[src/rtl/lsf_pkg.sv]
package lsf_pkg;
    localparam int LFSR_W    = 16;
    localparam int CODE_W    = 4;
    localparam int MAX_EXTRA = 2;

    // Map a random nibble to an extra lead: 6 codes give 0, 9 give 1, 1 gives 2.
    function automatic logic [1:0] extra_of(input logic [CODE_W-1:0] code);
        if (code == 4'd15)     return 2'd2;
        else if (code >= 4'd6) return 2'd1;
        else                   return 2'd0;
    endfunction
endpackage

[src/rtl/lsf_lfsr.sv]
module lsf_lfsr
    import lsf_pkg::*;
#(
    parameter int OUT_W = 12
) (
    input  logic             clk,
    input  logic             rst_n,
    output logic [OUT_W-1:0] rnd
);
    typedef struct packed {
        logic [LFSR_W-1:0] sr;
    } rng_t;

    rng_t r_q, r_d;

    always_comb begin
        r_d    = r_q;
        r_d.sr = {r_q.sr[LFSR_W-2:0],
                  r_q.sr[15] ^ r_q.sr[13] ^ r_q.sr[12] ^ r_q.sr[10]};
    end

    always_ff @(posedge clk or negedge rst_n) begin
        if (!rst_n) r_q.sr <= 16'hACE1;
        else        r_q    <= r_d;
    end

    assign rnd = r_q.sr[OUT_W-1:0];
endmodule

[src/rtl/lsf_lane.sv]
module lsf_lane #(
    parameter int DEPTH = 8,
    localparam int AW   = $clog2(DEPTH)
) (
    input  logic        clk,
    input  logic        rst_n,
    input  logic        init,
    input  logic [AW:0] lead,
    input  logic        wr_en,
    input  logic        wr_bit,
    input  logic        rd_en,
    output logic        dout,
    output logic        ovf,
    output logic        unf
);
    typedef struct packed {
        logic [DEPTH-1:0] mem;
        logic [AW-1:0]    wp;
        logic [AW-1:0]    rp;
        logic [AW:0]      occ;
        logic             dout;
    } lane_t;

    lane_t s_q, s_d;

    always_comb begin
        logic rd_ok;
        logic wr_ok;
        s_d   = s_q;
        ovf   = 1'b0;
        unf   = 1'b0;
        rd_ok = 1'b0;
        wr_ok = 1'b0;
        if (init) begin
            // Re-centre: stale entries between rp and wp are read out first.
            s_d.rp  = s_q.wp - lead[AW-1:0];
            s_d.occ = lead;
        end else begin
            unf   = rd_en && (s_q.occ == '0);
            ovf   = wr_en && (s_q.occ == (AW+1)'(DEPTH)) && !rd_en;
            rd_ok = rd_en && !unf;
            wr_ok = wr_en && !ovf;
            if (wr_ok) begin
                s_d.mem[s_q.wp] = wr_bit;
                s_d.wp          = s_q.wp + AW'(1);
            end
            if (rd_ok) begin
                s_d.dout = s_q.mem[s_q.rp];
                s_d.rp   = s_q.rp + AW'(1);
            end
            s_d.occ = s_q.occ + (AW+1)'(wr_ok) - (AW+1)'(rd_ok);
        end
    end

    always_ff @(posedge clk or negedge rst_n) begin
        if (!rst_n) s_q <= '0;
        else        s_q <= s_d;
    end

    assign dout = s_q.dout;
endmodule

[src/rtl/lane_skew_fifo.sv]
module lane_skew_fifo
    import lsf_pkg::*;
#(
    parameter int LANES = 3,
    parameter int DEPTH = 8
) (
    input  logic             clk,
    input  logic             rst_n,
    input  logic [LANES-1:0] wr_stb,
    input  logic [LANES-1:0] wr_bit,
    input  logic             rd_en,
    input  logic             lock,
    input  logic             disc,
    output logic [LANES-1:0] out_bit,
    output logic             out_valid,
    output logic             err_sticky
);
    localparam int AW       = $clog2(DEPTH);
    localparam int HALF     = DEPTH / 2;
    localparam int LEAD_MAX = HALF + MAX_EXTRA;
    localparam int SW       = $clog2(LEAD_MAX + 2);
    localparam int RND_W    = CODE_W * LANES;

    typedef struct packed {
        logic          init_pend;
        logic          err;
        logic [SW-1:0] settle;
        logic          valid;
    } ctl_t;

    ctl_t c_q, c_d;

    logic [RND_W-1:0] rnd;
    logic [LANES-1:0] ovf_w;
    logic [LANES-1:0] unf_w;
    logic [AW:0]      lead_w [LANES];
    logic             init_w;
    logic             fault_w;

    lsf_lfsr #(.OUT_W(RND_W)) u_rng (
        .clk   (clk),
        .rst_n (rst_n),
        .rnd   (rnd)
    );

    for (genvar k = 0; k < LANES; k++) begin : g_lane
        assign lead_w[k] = (AW+1)'(HALF) + (AW+1)'(extra_of(rnd[k*CODE_W +: CODE_W]));

        lsf_lane #(.DEPTH(DEPTH)) u_lane (
            .clk    (clk),
            .rst_n  (rst_n),
            .init   (init_w),
            .lead   (lead_w[k]),
            .wr_en  (wr_stb[k]),
            .wr_bit (wr_bit[k]),
            .rd_en  (rd_en),
            .dout   (out_bit[k]),
            .ovf    (ovf_w[k]),
            .unf    (unf_w[k])
        );
    end

    assign init_w  = c_q.init_pend | disc;
    assign fault_w = (|ovf_w) | (|unf_w);

    always_comb begin
        c_d           = c_q;
        c_d.init_pend = fault_w;
        c_d.err       = c_q.err | fault_w;
        if (init_w)
            c_d.settle = '0;
        else if (rd_en && (c_q.settle <= SW'(LEAD_MAX)))
            c_d.settle = c_q.settle + SW'(1);
        c_d.valid = lock && !init_w && !fault_w && (c_d.settle > SW'(LEAD_MAX));
    end

    always_ff @(posedge clk or negedge rst_n) begin
        if (!rst_n) begin
            c_q.init_pend <= 1'b1;
            c_q.err       <= 1'b0;
            c_q.settle    <= '0;
            c_q.valid     <= 1'b0;
        end else begin
            c_q <= c_d;
        end
    end

    assign out_valid  = c_q.valid;
    assign err_sticky = c_q.err;
endmodule

[config.mk]
export PLATFORM = sky130hd
export DESIGN_NAME = lane_skew_fifo
export DESIGN_NICKNAME = d
export VERILOG_FILES = /design/src/rtl/lsf_pkg.sv /design/src/rtl/lsf_lfsr.sv /design/src/rtl/lsf_lane.sv /design/src/rtl/lane_skew_fifo.sv
export SDC_FILE = /design/constraint.sdc
export NUM_CORES = 1
export LEC_CHECK = 0
export BUFFER_PORTS_ARGS = -buffer_cell sky130_fd_sc_hd__buf_2
export CORE_UTILIZATION = 45
export CTS_CLUSTER_DIAMETER = 120
export CTS_CLUSTER_SIZE = 12
export DETAILED_ROUTE_END_ITERATION = 8
export GPL_TIMING_DRIVEN = 0
export PLACE_DENSITY = 0.62
export SLEW_MARGIN = 15
export SYNTH_ARGS = -nofsm -noshare
export SYNTH_HDL_FRONTEND = slang
export SYNTH_SLANG_ARGS = --single-unit
[constraint.sdc]
create_clock -name clk -period 3.55 [get_ports clk]
set_clock_uncertainty 0.15 [all_clocks]
set_input_delay 0.71 -clock clk [delete_from_list [all_inputs] [get_ports clk]]
set_output_delay 0.71 -clock clk [all_outputs]
set_load 0.01 [all_outputs]
==> impl_results.md <==
* Status: finished clean
* Syn_nets at 396
* I/O Buffers at 15
* Reg power frac at 43.6%
* Critical Path RT at roughly 3.6 ns
* Ant. Diodes at 0
* Pleak at roughly 2.1 nW
* Placer Congestion at a little under 0.8
* First-pass GRT wire length at 13200 um
* Part of the cycle the worst path needs at between 70 and 80%
* Worst min path class: in -> async
* CTS Buffer Depth at 2
* Worst EP arrival at around 2.8 ns
* Die ar. at 9760 sq um
* CTS clk-pin slew, worst paths at roughly 0.07 ns
* TritonCTS clock tree: done
* Setup repair bufs after CTS at 0
* Int Power at approximately 2.2 mW
* Die H at 98.8 um
* Clk_lat worst skew at around 0.34 ns
* Psw at 1.19 mW
* I/O Pins at 16
* Max IR drop VDD at between 0.0002 and 0.00025 V
* Number of clock buffers inserted by TritonCTS at 9
* Rows at 34
* Cell Count, Final, Fillers Out at 491
* Grt total ovfl at 0
* Final ANT Viol Nets at 0
* Final Hold Vio Count at 0
* Slew margin rel. at around 57%
* Comb pwr share at 36.9%
* Wire length per cell at about 16 um
* First-pass iteration count of the detailed router at 4
* Vias at between 2000 and 3000
* Vias in the first global route at about 2600
* Largest net degree at the start of global routing at 47
* # placed instances at approximately 480
* Synth Instances at around 350
* Via density at approximately 5.3
* Setup Crit Path Kind: reg -> reg
* Detailed Place HPWL at between 5000 and 6000 um
* Pwr Density at 738 nW/um^2
* Min Tclk post-route at around 2.7 ns
* Final Setup Violations at 0
* Max Cap Viol at 0
* Worst slew pin tran at ~0.65 ns
* CORE AREA at around 9000 sq um
* Async SR Flop Fraction at 100%
* CP startpoint: g_lane[2].u_lane.s_q[3]
* Setup TNS at 0 ns
* Crit-path max FO at 4
* CTS root buf: clkbuf_8
* Most used flip-flop cell after synthesis: dfrtp_1
* H-tree levels at 3
* Max Clk Rate at roughly 0.37 GHz
* Post-synth EDFFs at 0
* CP Capture Type: register
* Pins Over Slew Limit at 0
* Total wire length at between 7000 and 8000 um
* RSZ-0062 raised after global routing: false
* Post-synthesis sequential area ratio at between 40% and 50%
* Post-CTS sizing at 0
* Distinct cells, synth at 38
* Drc violations at 0
* FF-to-FF Start: g_lane[2].u_lane.s_q[3]
* GRT Total Usage at about 18%
* Final #Nets at 423
* Layout area overhead at 10.4%
* DR iter-0 viols at 84
* Initial core utilization at between 40% and 50%
* Net Sw Frac at about a third
* Finished Core Util at a little over half
* Clk pwr share at approximately a fifth
* Antenna violations before repair at 0
* Mean post-synth cell area at between 10 and 15 sq um
* Register bit total from synthesis at between 70 and 80
* Die Span X at a little under 100 um
* CTS Hold Buffers Added at 0
* Startpoint Class: register
* Mapped Area at approximately 4200 sq um
* Ys Warns at 0
* Layout cells sized above 1 at 21.7%
* CTS sink cnt at roughly 80
==> path summary, 6_finish.rpt <==
path / cells past startpoint / endpoint / slack [ns]
worst max-delay path: 11 / g_lane[2].u_lane.s_q[3] / 0.82
worst min-delay path: 1 / c_q[2] / 0.18
worst max register to register: 11 / g_lane[2].u_lane.s_q[3] / 0.82
worst min register to register: 0 / u_rng.r_q[15] / 0.21
max in group asynchronous: 2 / u_rng.r_q[5] / 2.44
min in group clk: 0 / u_rng.r_q[15] / 0.21
==> layout by cell type, fill, tap and decap left out, types with 2 or more instances in the layout <==
cell type  netlist  routed
dfrtp_1         70      70
nand2_1         33      33
ha_1            27      27
inv_1           26      26
nand3_1         20      20
mux2_2          18      18
buf_2            3      17
xnor2_1         15      15
o21ai_0         13      13
nor2_1          12      12
clkbuf_8         0      11
xor2_1          10      10
nor2b_1          9       9
mux2_1           9       9
mux2i_1          9       9
dfstp_2          9       9
clkbuf_1         7       8
a21oi_1          7       7
nand4_1          6       6
nor4b_4          6       6
mux4_2           6       6
fa_1             6       6
buf_4            4       5
a21o_1           4       4
or3b_2           3       3
o31ai_1          3       3
nor3b_4          3       3
nand2b_1         2       2
a31oi_1          2       2
==> kinds of logic after synthesis <==
family	count (synthesis)	synth area share (%)
AND/OR/NAND/NOR	100	15.4
adder cells (fa/ha/maj)	33	10.9
AO/OA/AOI/OAI	33	4.84
buffers and inverters	40	4.01
XOR/XNOR	25	5.20
multiplexers	42	12.6
flip-flops	79	47.2
==> worst max-delay path: stages (launching register included) <==
cell     delay (ns)
dfrtp_1        0.36
inv_1          0.10
ha_1           0.15
or3b_2         0.49
nand2_1        0.17
inv_1          0.06
ha_1           0.27
inv_1          0.04
ha_1           0.21
fa_1           0.38
xnor2_1        0.15
nand2_1        0.07
==> per-layer routing <==
| metal | track usage [%] | routed length (um) |
|---|---|---|
| met1 | 25.0 | 3880 |
| met2 | 27.2 | 3500 |
| met4 | 6.20 | 109 |
| met3 | 3.19 | 150 |
| met5 | 0 | 0 |
==> cell usage after synthesis (2+ instances only) <==
library cell  instances  area (sq um)
dfrtp_1              70          1750
fa_1                  6           120
buf_4                 4          30.0
nand2b_1              2          12.5
mux2_2               18           203
or3b_2                3          26.3
nand4_1               6          37.5
o31ai_1               3          22.5
nand2_1              33           124
mux2i_1               9          90.1
mux4_2                6           135
nor3b_4               3          56.3
nor2_1               12          45.0
a21o_1                4          30.0
a21oi_1               7          35.0
dfstp_2               9           236
o21ai_0              13          65.1
clkbuf_1              7          26.3
nor2b_1               9          56.3
xor2_1               10          87.6
ha_1                 27           338
inv_1                26          97.6
mux2_1                9           101
buf_2                 3          15.0
nand3_1              20           100
xnor2_1              15           131
nor4b_4               6           143
a31oi_1               2          12.5
==> registers in the layout (all words and copies together) (netlist names) <==
signal / cells
out_valid: 1
u_rng.r_q: 16
g_lane.u_lane.s_q: 54
c_q: 4
g_lane.u_lane.dout: 3
err_sticky: 1
==> power by group through the flow <==
| stage | logic (mW) | clock network (mW) | registers (mW) |
|---|---|---|---|
| after detailed placement | 1.27 | 0 | 1.52 |
| after CTS | 1.29 | 0.688 | 1.50 |
| after floorplan | 1.03 | 0 | 1.44 |
| after global placement | 1.23 | 0 | 1.51 |
| final | 1.27 | 0.669 | 1.50 |
| after global routing | 1.44 | 0.735 | 1.55 |
==> layout make-up <==
class | count | area, sq um
plain buffers | 14 | 71.3
well taps | 108 | 135
inverters | 26 | 97.6
clock inverters | 3 | 42.5
multi-input cells | 233 | 2060
fillers | 801 | 4240
repair buffers | 16 | 105
flip-flops and latches | 79 | 1990
clock buffers | 12 | 155
==> stage by stage <==
step | hold slack [ns] | setup WS (ns) | total power, mW | cell area (sq um)
2_1_floorplan | 0.183 | 0.996 | 2.46 | 4210
3_5_place_dp | 0.189 | 0.665 | 2.79 | 4450
4_1_cts | 0.180 | 0.810 | 3.48 | 4650
5_1_grt | 0.190 | 0.610 | 3.72 | 4650
3_3_place_gp | 0.187 | 0.685 | 2.73 | 4420
6_report | 0.176 | 0.824 | 3.43 | 4650
Power figures use the tool's default switching activity.
